===== config.mk =====
export PLATFORM = sky130hd
export DESIGN_NAME = byte_fetch_seq
export DESIGN_NICKNAME = d
export VERILOG_FILES = /design/src/rtl/byte_fetch_seq_pkg.sv /design/src/rtl/bfs_phase_ctr.sv /design/src/rtl/bfs_cycle_ctl.sv /design/src/rtl/bfs_datapath.sv /design/src/rtl/byte_fetch_seq.sv
export SDC_FILE = /design/constraint.sdc
export NUM_CORES = 1
export LEC_CHECK = 0
export BUFFER_PORTS_ARGS = -buffer_cell sky130_fd_sc_hd__buf_2
export CAP_MARGIN = 20
export CELL_PAD_IN_SITES_DETAIL_PLACEMENT = 1
export CELL_PAD_IN_SITES_GLOBAL_PLACEMENT = 2
export CORE_UTILIZATION = 33
export CTS_BUF_LIST = sky130_fd_sc_hd__clkbuf_4 sky130_fd_sc_hd__clkbuf_8 sky130_fd_sc_hd__clkbuf_16
export DETAILED_ROUTE_END_ITERATION = 10
export PLACE_DENSITY_LB_ADDON = 0.2
export SYNTH_ARGS = -nofsm -noshare
export SYNTH_HDL_FRONTEND = slang
export SYNTH_HIERARCHICAL = 1
export SYNTH_SLANG_ARGS = --single-unit

===== constraint.sdc =====
create_clock -name clk_i -period 3.4 [get_ports clk_i]
set_input_delay 0.34 -clock clk_i [delete_from_list [all_inputs] [get_ports clk_i]]
set_output_delay 0.34 -clock clk_i [all_outputs]
set_load 0.03 [all_outputs]

===== src/rtl/byte_fetch_seq_pkg.sv =====
package byte_fetch_seq_pkg;
  typedef enum logic [1:0] {
    CY_OPC  = 2'd0,
    CY_OPR1 = 2'd1,
    CY_OPR2 = 2'd2,
    CY_EXEC = 2'd3
  } mcyc_e;

  localparam logic [1:0] LEN_TWO   = 2'b10;
  localparam logic [1:0] LEN_THREE = 2'b11;
endpackage


===== src/rtl/bfs_phase_ctr.sv =====
module bfs_phase_ctr #(
  parameter int CYC_CLKS = 3,
  parameter int RD_SLOT  = 1
) (
  input  logic                clk_i,
  input  logic                rst_ni,
  output logic [CYC_CLKS-1:0] phase_o,
  output logic                strobe_o,
  output logic                last_o
);
  localparam int PH_W = (CYC_CLKS > 1) ? $clog2(CYC_CLKS) : 1;
  localparam logic [PH_W-1:0] PH_LAST = PH_W'(CYC_CLKS - 1);

  logic [PH_W-1:0] cnt_q;

  always_ff @(posedge clk_i or negedge rst_ni) begin
    if (!rst_ni)              cnt_q <= '0;
    else if (cnt_q == PH_LAST) cnt_q <= '0;
    else                      cnt_q <= cnt_q + 1'b1;
  end

  for (genvar i = 0; i < CYC_CLKS; i++) begin : g_phase
    assign phase_o[i] = (cnt_q == PH_W'(i));
  end

  assign strobe_o = phase_o[RD_SLOT];
  assign last_o   = phase_o[CYC_CLKS-1];
endmodule


===== src/rtl/bfs_cycle_ctl.sv =====
module bfs_cycle_ctl
  import byte_fetch_seq_pkg::*;
(
  input  logic       clk_i,
  input  logic       rst_ni,
  input  logic       last_i,
  input  logic [1:0] dec_len_i,
  input  logic       dec_xcyc_i,
  input  logic       dec_xwr_i,
  input  logic       dec_xind_i,
  input  logic       dec_jump_i,
  output mcyc_e      cyc_o,
  output logic       final_o,
  output logic       xwr_o,
  output logic       xind_o,
  output logic       jump_o
);
  mcyc_e      cyc_q, cyc_nxt;
  logic [1:0] len_q;
  logic       xcyc_q, xwr_q, xind_q, jump_q;
  logic       in_opc, sample;
  logic [1:0] len_e;
  logic       xcyc_e, two_b, three_b;

  assign in_opc = (cyc_q == CY_OPC);
  assign sample = in_opc & last_i;

  // live decode during the opcode cycle, latched copy afterwards
  assign len_e   = in_opc ? dec_len_i  : len_q;
  assign xcyc_e  = in_opc ? dec_xcyc_i : xcyc_q;
  assign two_b   = (len_e == LEN_TWO);
  assign three_b = (len_e == LEN_THREE);

  always_comb begin
    cyc_nxt = CY_OPC;
    unique case (cyc_q)
      CY_OPC:  cyc_nxt = (two_b | three_b) ? CY_OPR1 : (xcyc_e ? CY_EXEC : CY_OPC);
      CY_OPR1: cyc_nxt = three_b ? CY_OPR2 : (xcyc_e ? CY_EXEC : CY_OPC);
      CY_OPR2: cyc_nxt = xcyc_e ? CY_EXEC : CY_OPC;
      CY_EXEC: cyc_nxt = CY_OPC;
      default: cyc_nxt = CY_OPC;
    endcase
  end

  always_ff @(posedge clk_i or negedge rst_ni) begin
    if (!rst_ni) begin
      cyc_q  <= CY_OPC;
      len_q  <= '0;
      xcyc_q <= 1'b0;
      xwr_q  <= 1'b0;
      xind_q <= 1'b0;
      jump_q <= 1'b0;
    end else begin
      if (last_i) cyc_q <= cyc_nxt;
      if (sample) begin
        len_q  <= dec_len_i;
        xcyc_q <= dec_xcyc_i;
        xwr_q  <= dec_xwr_i;
        xind_q <= dec_xind_i;
        jump_q <= dec_jump_i;
      end
    end
  end

  assign cyc_o   = cyc_q;
  assign final_o = (cyc_nxt == CY_OPC);
  assign xwr_o   = xwr_q;
  assign xind_o  = xind_q;
  assign jump_o  = in_opc ? dec_jump_i : jump_q;
endmodule


===== src/rtl/bfs_datapath.sv =====
module bfs_datapath
  import byte_fetch_seq_pkg::*;
#(
  parameter int          DATA_W   = 8,
  parameter int          ADDR_W   = 2 * DATA_W,
  parameter logic [ADDR_W-1:0] RESET_PC = '0
) (
  input  logic              clk_i,
  input  logic              rst_ni,
  input  mcyc_e             cyc_i,
  input  logic              strobe_i,
  input  logic              done_i,
  input  logic              jump_i,
  input  logic              xwr_i,
  input  logic              xind_i,
  input  logic [ADDR_W-1:0] ind_addr_i,
  input  logic [DATA_W-1:0] rdata_i,
  output logic [ADDR_W-1:0] pc_o,
  output logic [DATA_W-1:0] ir_o,
  output logic [ADDR_W-1:0] dar_o,
  output logic [ADDR_W-1:0] addr_o,
  output logic              rd_o,
  output logic              wr_o,
  output logic              pc_inc_o
);
  logic [ADDR_W-1:0] pc_q, dar_q;
  logic [DATA_W-1:0] ir_q;
  logic              fetch, take;

  assign fetch = (cyc_i != CY_EXEC);
  assign take  = strobe_i & fetch;

  always_ff @(posedge clk_i or negedge rst_ni) begin
    if (!rst_ni) begin
      pc_q  <= RESET_PC;
      ir_q  <= '0;
      dar_q <= '0;
    end else begin
      if (take)                pc_q <= pc_q + 1'b1;
      else if (done_i && jump_i) pc_q <= dar_q;
      if (take) begin
        unique case (cyc_i)
          CY_OPC:  ir_q  <= rdata_i;
          CY_OPR1: dar_q <= {{(ADDR_W-DATA_W){1'b0}}, rdata_i};
          CY_OPR2: dar_q <= {dar_q[ADDR_W-DATA_W-1:0], rdata_i};
          default: ;
        endcase
      end
    end
  end

  assign pc_o     = pc_q;
  assign ir_o     = ir_q;
  assign dar_o    = dar_q;
  assign addr_o   = fetch ? pc_q : (xind_i ? ind_addr_i : dar_q);
  assign rd_o     = strobe_i & (fetch | ~xwr_i);
  assign wr_o     = strobe_i & ~fetch & xwr_i;
  assign pc_inc_o = take;
endmodule


===== src/rtl/byte_fetch_seq.sv =====
module byte_fetch_seq
  import byte_fetch_seq_pkg::*;
#(
  parameter int DATA_W   = 8,
  parameter int CYC_CLKS = 3,
  parameter int RD_SLOT  = 1,
  localparam int ADDR_W  = 2 * DATA_W
) (
  input  logic                clk_i,
  input  logic                rst_ni,
  output logic [ADDR_W-1:0]   mem_addr_o,
  input  logic [DATA_W-1:0]   mem_rdata_i,
  output logic                mem_rd_o,
  output logic                mem_wr_o,
  output logic [DATA_W-1:0]   ir_o,
  input  logic [1:0]          dec_len_i,
  input  logic                dec_xcyc_i,
  input  logic                dec_xwr_i,
  input  logic                dec_xind_i,
  input  logic                dec_jump_i,
  input  logic [ADDR_W-1:0]   ind_addr_i,
  output logic [ADDR_W-1:0]   pc_o,
  output logic [ADDR_W-1:0]   dar_o,
  output logic                pc_inc_o,
  output logic [CYC_CLKS-1:0] phase_o,
  output logic [1:0]          mcyc_o,
  output logic                instr_done_o
);
  logic  strobe, last, fin, xwr, xind, jump, done;
  mcyc_e cyc;

  bfs_phase_ctr #(.CYC_CLKS(CYC_CLKS), .RD_SLOT(RD_SLOT)) u_phase (
    .clk_i    (clk_i),
    .rst_ni   (rst_ni),
    .phase_o  (phase_o),
    .strobe_o (strobe),
    .last_o   (last)
  );

  bfs_cycle_ctl u_ctl (
    .clk_i      (clk_i),
    .rst_ni     (rst_ni),
    .last_i     (last),
    .dec_len_i  (dec_len_i),
    .dec_xcyc_i (dec_xcyc_i),
    .dec_xwr_i  (dec_xwr_i),
    .dec_xind_i (dec_xind_i),
    .dec_jump_i (dec_jump_i),
    .cyc_o      (cyc),
    .final_o    (fin),
    .xwr_o      (xwr),
    .xind_o     (xind),
    .jump_o     (jump)
  );

  assign done = last & fin;

  bfs_datapath #(.DATA_W(DATA_W), .ADDR_W(ADDR_W)) u_dp (
    .clk_i      (clk_i),
    .rst_ni     (rst_ni),
    .cyc_i      (cyc),
    .strobe_i   (strobe),
    .done_i     (done),
    .jump_i     (jump),
    .xwr_i      (xwr),
    .xind_i     (xind),
    .ind_addr_i (ind_addr_i),
    .rdata_i    (mem_rdata_i),
    .pc_o       (pc_o),
    .ir_o       (ir_o),
    .dar_o      (dar_o),
    .addr_o     (mem_addr_o),
    .rd_o       (mem_rd_o),
    .wr_o       (mem_wr_o),
    .pc_inc_o   (pc_inc_o)
  );

  assign mcyc_o       = cyc;
  assign instr_done_o = done;
endmodule


* Word-level counts from Yosys, hierarchy flattened
Index checks and enable logic that the tools add are counted.
Operators by class: $add $sub $neg 2, equality and inequality tests 8, muxes and demuxes 13, bitwise gates (word level) 10, reduce and logical (&&, ||, !) cells 8
Operator list (count):
- two-way mux 16 bit | 4
- case mux 16 bit (2 select lines) | 1
- adder 16 x 1 -> 16 bit (second input constant) | 1
- equality test 2 bit (second input constant) | 5
- two-way mux 2 bit | 5
- case mux 2 bit (4 select lines) | 1
- bitwise AND 1 bit | 6
- logical NOT 2 bit | 3
- equality test 2 x 1 -> 1 bit (second input constant) | 2
- AND reduction 2 bit | 2
- nonzero test 2 bit | 2
- adder 2 x 1 -> 2 bit (second input constant) | 1
- two-way mux 1 bit | 2
- inequality test 2 bit (second input constant) | 1
- inverter 1 bit | 2
- OR 1 bit | 2
- logical AND 1 bit | 1
Word-level totals: register bits 50, input port bits 32, output and inout port bits 65, logic and storage cells 51

* Logic depth before layout (Yosys ltp)
depth in word-level cells 11, depth in mapped cells 9, depth with buffers taken out 8

* By module
Netlist, hierarchy kept.
By module, submodules not included:
- bfs_datapath | times used 1, cells each 234, area an instance 2317.2 µm², sequential area each 1001.0 µm²
- bfs_cycle_ctl | times used 1, cells each 34, area an instance 425.4 µm², sequential area each 200.2 µm²
- bfs_phase_ctr | times used 1, cells each 7, area an instance 83.8 µm², sequential area each 50.0 µm²
- byte_fetch_seq | times used 1, cells each 1, area an instance 6.3 µm², sequential area each 0.0 µm²

* Least setup slack after synthesis
Ideal clock, no wire load.
path type register to output, start register u_ctl.cyc_q[0] (netlist: u_ctl/cyc_o[0]), end output mem_rd_o, data arrival time 1.863 ns, required time 3.060 ns, setup slack 1.197 ns, stages on the path, launching flop included 5, buffers on the path 2, path through dfrtp_1 ha_1 buf_6 clkbuf_1 a21boi_0
On the way: cells in the longest elaborated chain, start to end 3
RTL lines:
- start, declared | line bfs_cycle_ctl.sv:18 | mcyc_e cyc_q, cyc_nxt;
- start signal, assigned | line bfs_cycle_ctl.sv:54 | if (last_i) cyc_q <= cyc_nxt;
- inequality test 2 bit | line bfs_datapath.sv:30 | assign fetch = (cyc_i != CY_EXEC);
- OR 1 bit | line bfs_datapath.sv:56 | assign rd_o = strobe_i & (fetch | ~xwr_i);
- bitwise AND 1 bit | line bfs_datapath.sv:56
- end, declared | line byte_fetch_seq.sv:13 | output logic mem_rd_o,
No other way between the ends.

* Worst setup path after layout
start register u_ctl.cyc_q[1] (netlist: u_ctl/cyc_o[1]), end output mem_addr_o[10]
On the way: cells in the longest elaborated chain, start to end 2
RTL lines:
- inequality test 2 bit | line bfs_datapath.sv:30
- two-way mux 16 bit | line bfs_datapath.sv:55 | assign addr_o = fetch ? pc_q : (xind_i ? ind_addr_i : dar_q);
- end, declared | line byte_fetch_seq.sv:11 | output logic [ADDR_W-1:0] mem_addr_o,
No other way between the ends.

==> flow_summary.toml <==
[grt]
grt_max_degree = 38
grt.overflow.total = 0
antenna_found_initial = 0
grtUsageTotal = 0.190
grt_pass1_wl_um = 12900
first_global_vias = 2460

[power]
ir_worst_vdd_mv = 0.479
leakagePower_uw = 0.00168
powerDensity_mw_per_mm2 = 1220

[sta]
relSlewSlack = 0.439
maxSlewViolCount = 0
finalSetupTns_ns = 0
period_share = 0.711
finalSetupViolCount = 0
fmaxAchievable_mhz = 414
clock_skew_ns = 0.00769
final-hold-violation-count = 0
whs_ns = 0.132
worst_pin_slew_ns = 0.841
min_period_ns = 2.42
rsz0062_at_grt = "no"

[route]
drt_iter0_drc = 133
remaining_drc_errors = 0
vias = 2484
drtAntennaViolNets = 0
viasPerCell = 5.27
avgRoutedWirePerCell_um = 17.7
routed_wl_um = 8350
dr.pass1.iters = 4

[final_layout]
area_growth_pct = 22.5
final_util = 0.420
fin_cells = 471
drive_gt1_frac = 0.402
n_antenna_cell = 0
num-nets-final = 401

[synth]
ys_types = 56
seq_area_frac_synth = 0.442
synth_seq_cells = 50
syn_inst = 276
synth-edff-count = 0
async_flop_share = 1.00
synthFlopType = "dfrtp_1"
yosys_warnings = 6
synth_fp_nets = 312
synth.avg_cell_area_um2 = 10.3
netlist_area_mm2 = 0.00283

[cts]
cts_tree = "done"
cts_setup_buffers = 0
cts_sinks = 50
path_clk_slew_ns = 0.09
clkLatencyLatePin_ns = 0.30
ctsLongestPathBuffers = 2
postCtsHoldBufs = 0
cts-root-buf = "clkbuf_8"
h-tree-depth = 2
numCtsBuffers = 5
post_cts_resized = 0

[die]
num_rows = 33
io_pins = 97
core_mm2 = 0.00826
initial_core_util = 0.343
fp.dieW_um = 94.7
die-area_mm2 = 0.00896
die_y_um = 94.7

[critical_path]
cp.arrival_ns = 2.08
end_kind = "output port"
crit_required_ns = 3.06
setup.worst_path.start_class = "flop"
reg2reg_to = "u_dp/dar_o[5]$_DFFE_PN0P_"
worst-path-max-fanout = 18
reg2reg_from = "u_ctl/cyc_o[1]$_DFFE_PN0P_"
crit_type = "reg2out"
r2r_setup_slack_ns = 1.15
worst-r2r-cell-count = 5

[placed_design]
portBuffers = 96
dp_cells = 463
dp_hpwl_um = 6260
gp_congestion = 0.766

[flow_run]
cap_violations = 0

[run_status]
status = "finished clean"

[hold_path]
hold_class = "in2async"
-- worst max-delay path by stage --
stage                                           from                         to  slack (ns)  cells past startpoint
after detailed placement  u_ctl/cyc_o[1]$_DFFE_PN0P_  u_dp/dar_o[3]$_DFFE_PN0P_        1.14                      5
after global placement    u_ctl/cyc_o[1]$_DFFE_PN0P_  u_dp/dar_o[4]$_DFFE_PN0P_        1.22                      5
after floorplan           u_ctl/cyc_o[0]$_DFFE_PN0P_                   mem_rd_o        1.20                      4
after CTS                 u_ctl/cyc_o[1]$_DFFE_PN0P_              mem_addr_o[4]        0.97                      5
final                     u_ctl/cyc_o[1]$_DFFE_PN0P_             mem_addr_o[10]        0.98                      5
after global routing      u_ctl/cyc_o[1]$_DFFE_PN0P_              mem_addr_o[9]        0.80                      5
-- state kept, by name (all words and copies together) (netlist names) --
name / count
u_dp/dar_o: 16
u_dp/ir_o: 8
u_ctl/xwr_o: 1
u_dp/pc_o: 16
u_ctl/jump_q: 1
u_ctl/len_q: 2
u_ctl/xcyc_q: 1
u_ctl/cyc_o: 2
u_phase/cnt_q: 2
u_ctl/xind_o: 1
-- worst max-delay path, cell delays in order (launching register included) --
cell and delay (ns):
dfrtp_1 0.52, ha_1 0.53, buf_4 0.32, nor2_1 0.07, a21oi_1 0.12, buf_2 0.21
-- report_power, final --
part | total, uW | leakage, uW | switching (uW) | internal, uW
sequential | 1300 | 0.000599 | 418 | 878
combinational | 2500 | 0.00103 | 1610 | 890
clock | 427 | 0.0000548 | 199 | 228
total | 4220 | 0.00168 | 2230 | 2000
-- final cells by class --
class | count | area (um^2)
flip-flops and latches | 50 | 1250
inverters | 7 | 33.8
multi-input cells | 201 | 1430
well taps | 105 | 131
clock buffers | 6 | 76.3
fillers | 983 | 4790
clock inverters | 2 | 37.5
repair buffers | 100 | 510
-- synthesized netlist by cell type (3+ instances only) --
cell type | number | area (um^2)
clkbuf_1 | 3 | 11.3
mux2_2 | 13 | 146
nand2_1 | 29 | 109
nor2_1 | 23 | 86.3
buf_6 | 4 | 45.0
and3_1 | 4 | 25.0
inv_1 | 6 | 22.5
ha_1 | 4 | 50.1
and4_1 | 4 | 35.0
buf_2 | 7 | 35.0
a211oi_1 | 3 | 22.5
dfrtp_1 | 50 | 1250
mux2i_1 | 17 | 170
nand4_1 | 4 | 25.0
a21oi_1 | 24 | 120
o21ai_0 | 14 | 70.1
buf_4 | 3 | 22.5
o221a_2 | 3 | 33.8
mux2_4 | 10 | 150
nand3_1 | 6 | 30.0
-- through the flow --
stage               instance area [um^2]  setup WS, ns  power, uW
finish                              3470         0.983       4220
CTS                                 3470         0.972       4270
global placement                    3360          1.22       3780
detailed placement                  3360          1.14       3830
global route                        3470         0.799       4520
floorplan                           2830          1.20       3090
-- cells by family after synthesis --
group	count (synthesis)	share of synthesized area
buf+inv	25	0.0534
xor+xnor	1	0.00309
flops	50	0.442
fa+ha+maj	4	0.0177
mux	40	0.165
simple gates	90	0.167
compound gates	66	0.152
-- per-layer routing --
metal	part of all wire	track usage	routed length (um)	vias to the layer above
met4	0.012	0.0455	102	0
met1	0.48	0.272	4020	1216
met2	0.45	0.301	3760	84
met5	0	0	0	-
li1	-	-	-	1176
met3	0.055	0.0274	456	8
-- cells in the final DEF (no fill, tap or decap), types with 2 or more instances in the layout --
cell,instances
a21oi_1,24
and2_1,2
buf_2,96
o21ai_0,14
nand2_1,29
nand3_1,6
a311o_1,2
and4_1,4
a311oi_1,2
o22ai_1,2
o221ai_1,2
inv_1,6
and3_1,4
clkbuf_8,5
buf_4,4
and2_4,2
o211ai_1,2
nand2b_1,2
ha_1,4
a211oi_1,3
o221a_2,3
mux2_4,10
o311ai_0,2
nand4_1,4
mux2_2,13
mux2i_1,17
nor2_1,23
dfrtp_1,50
(Power assumes the default switching activity.)
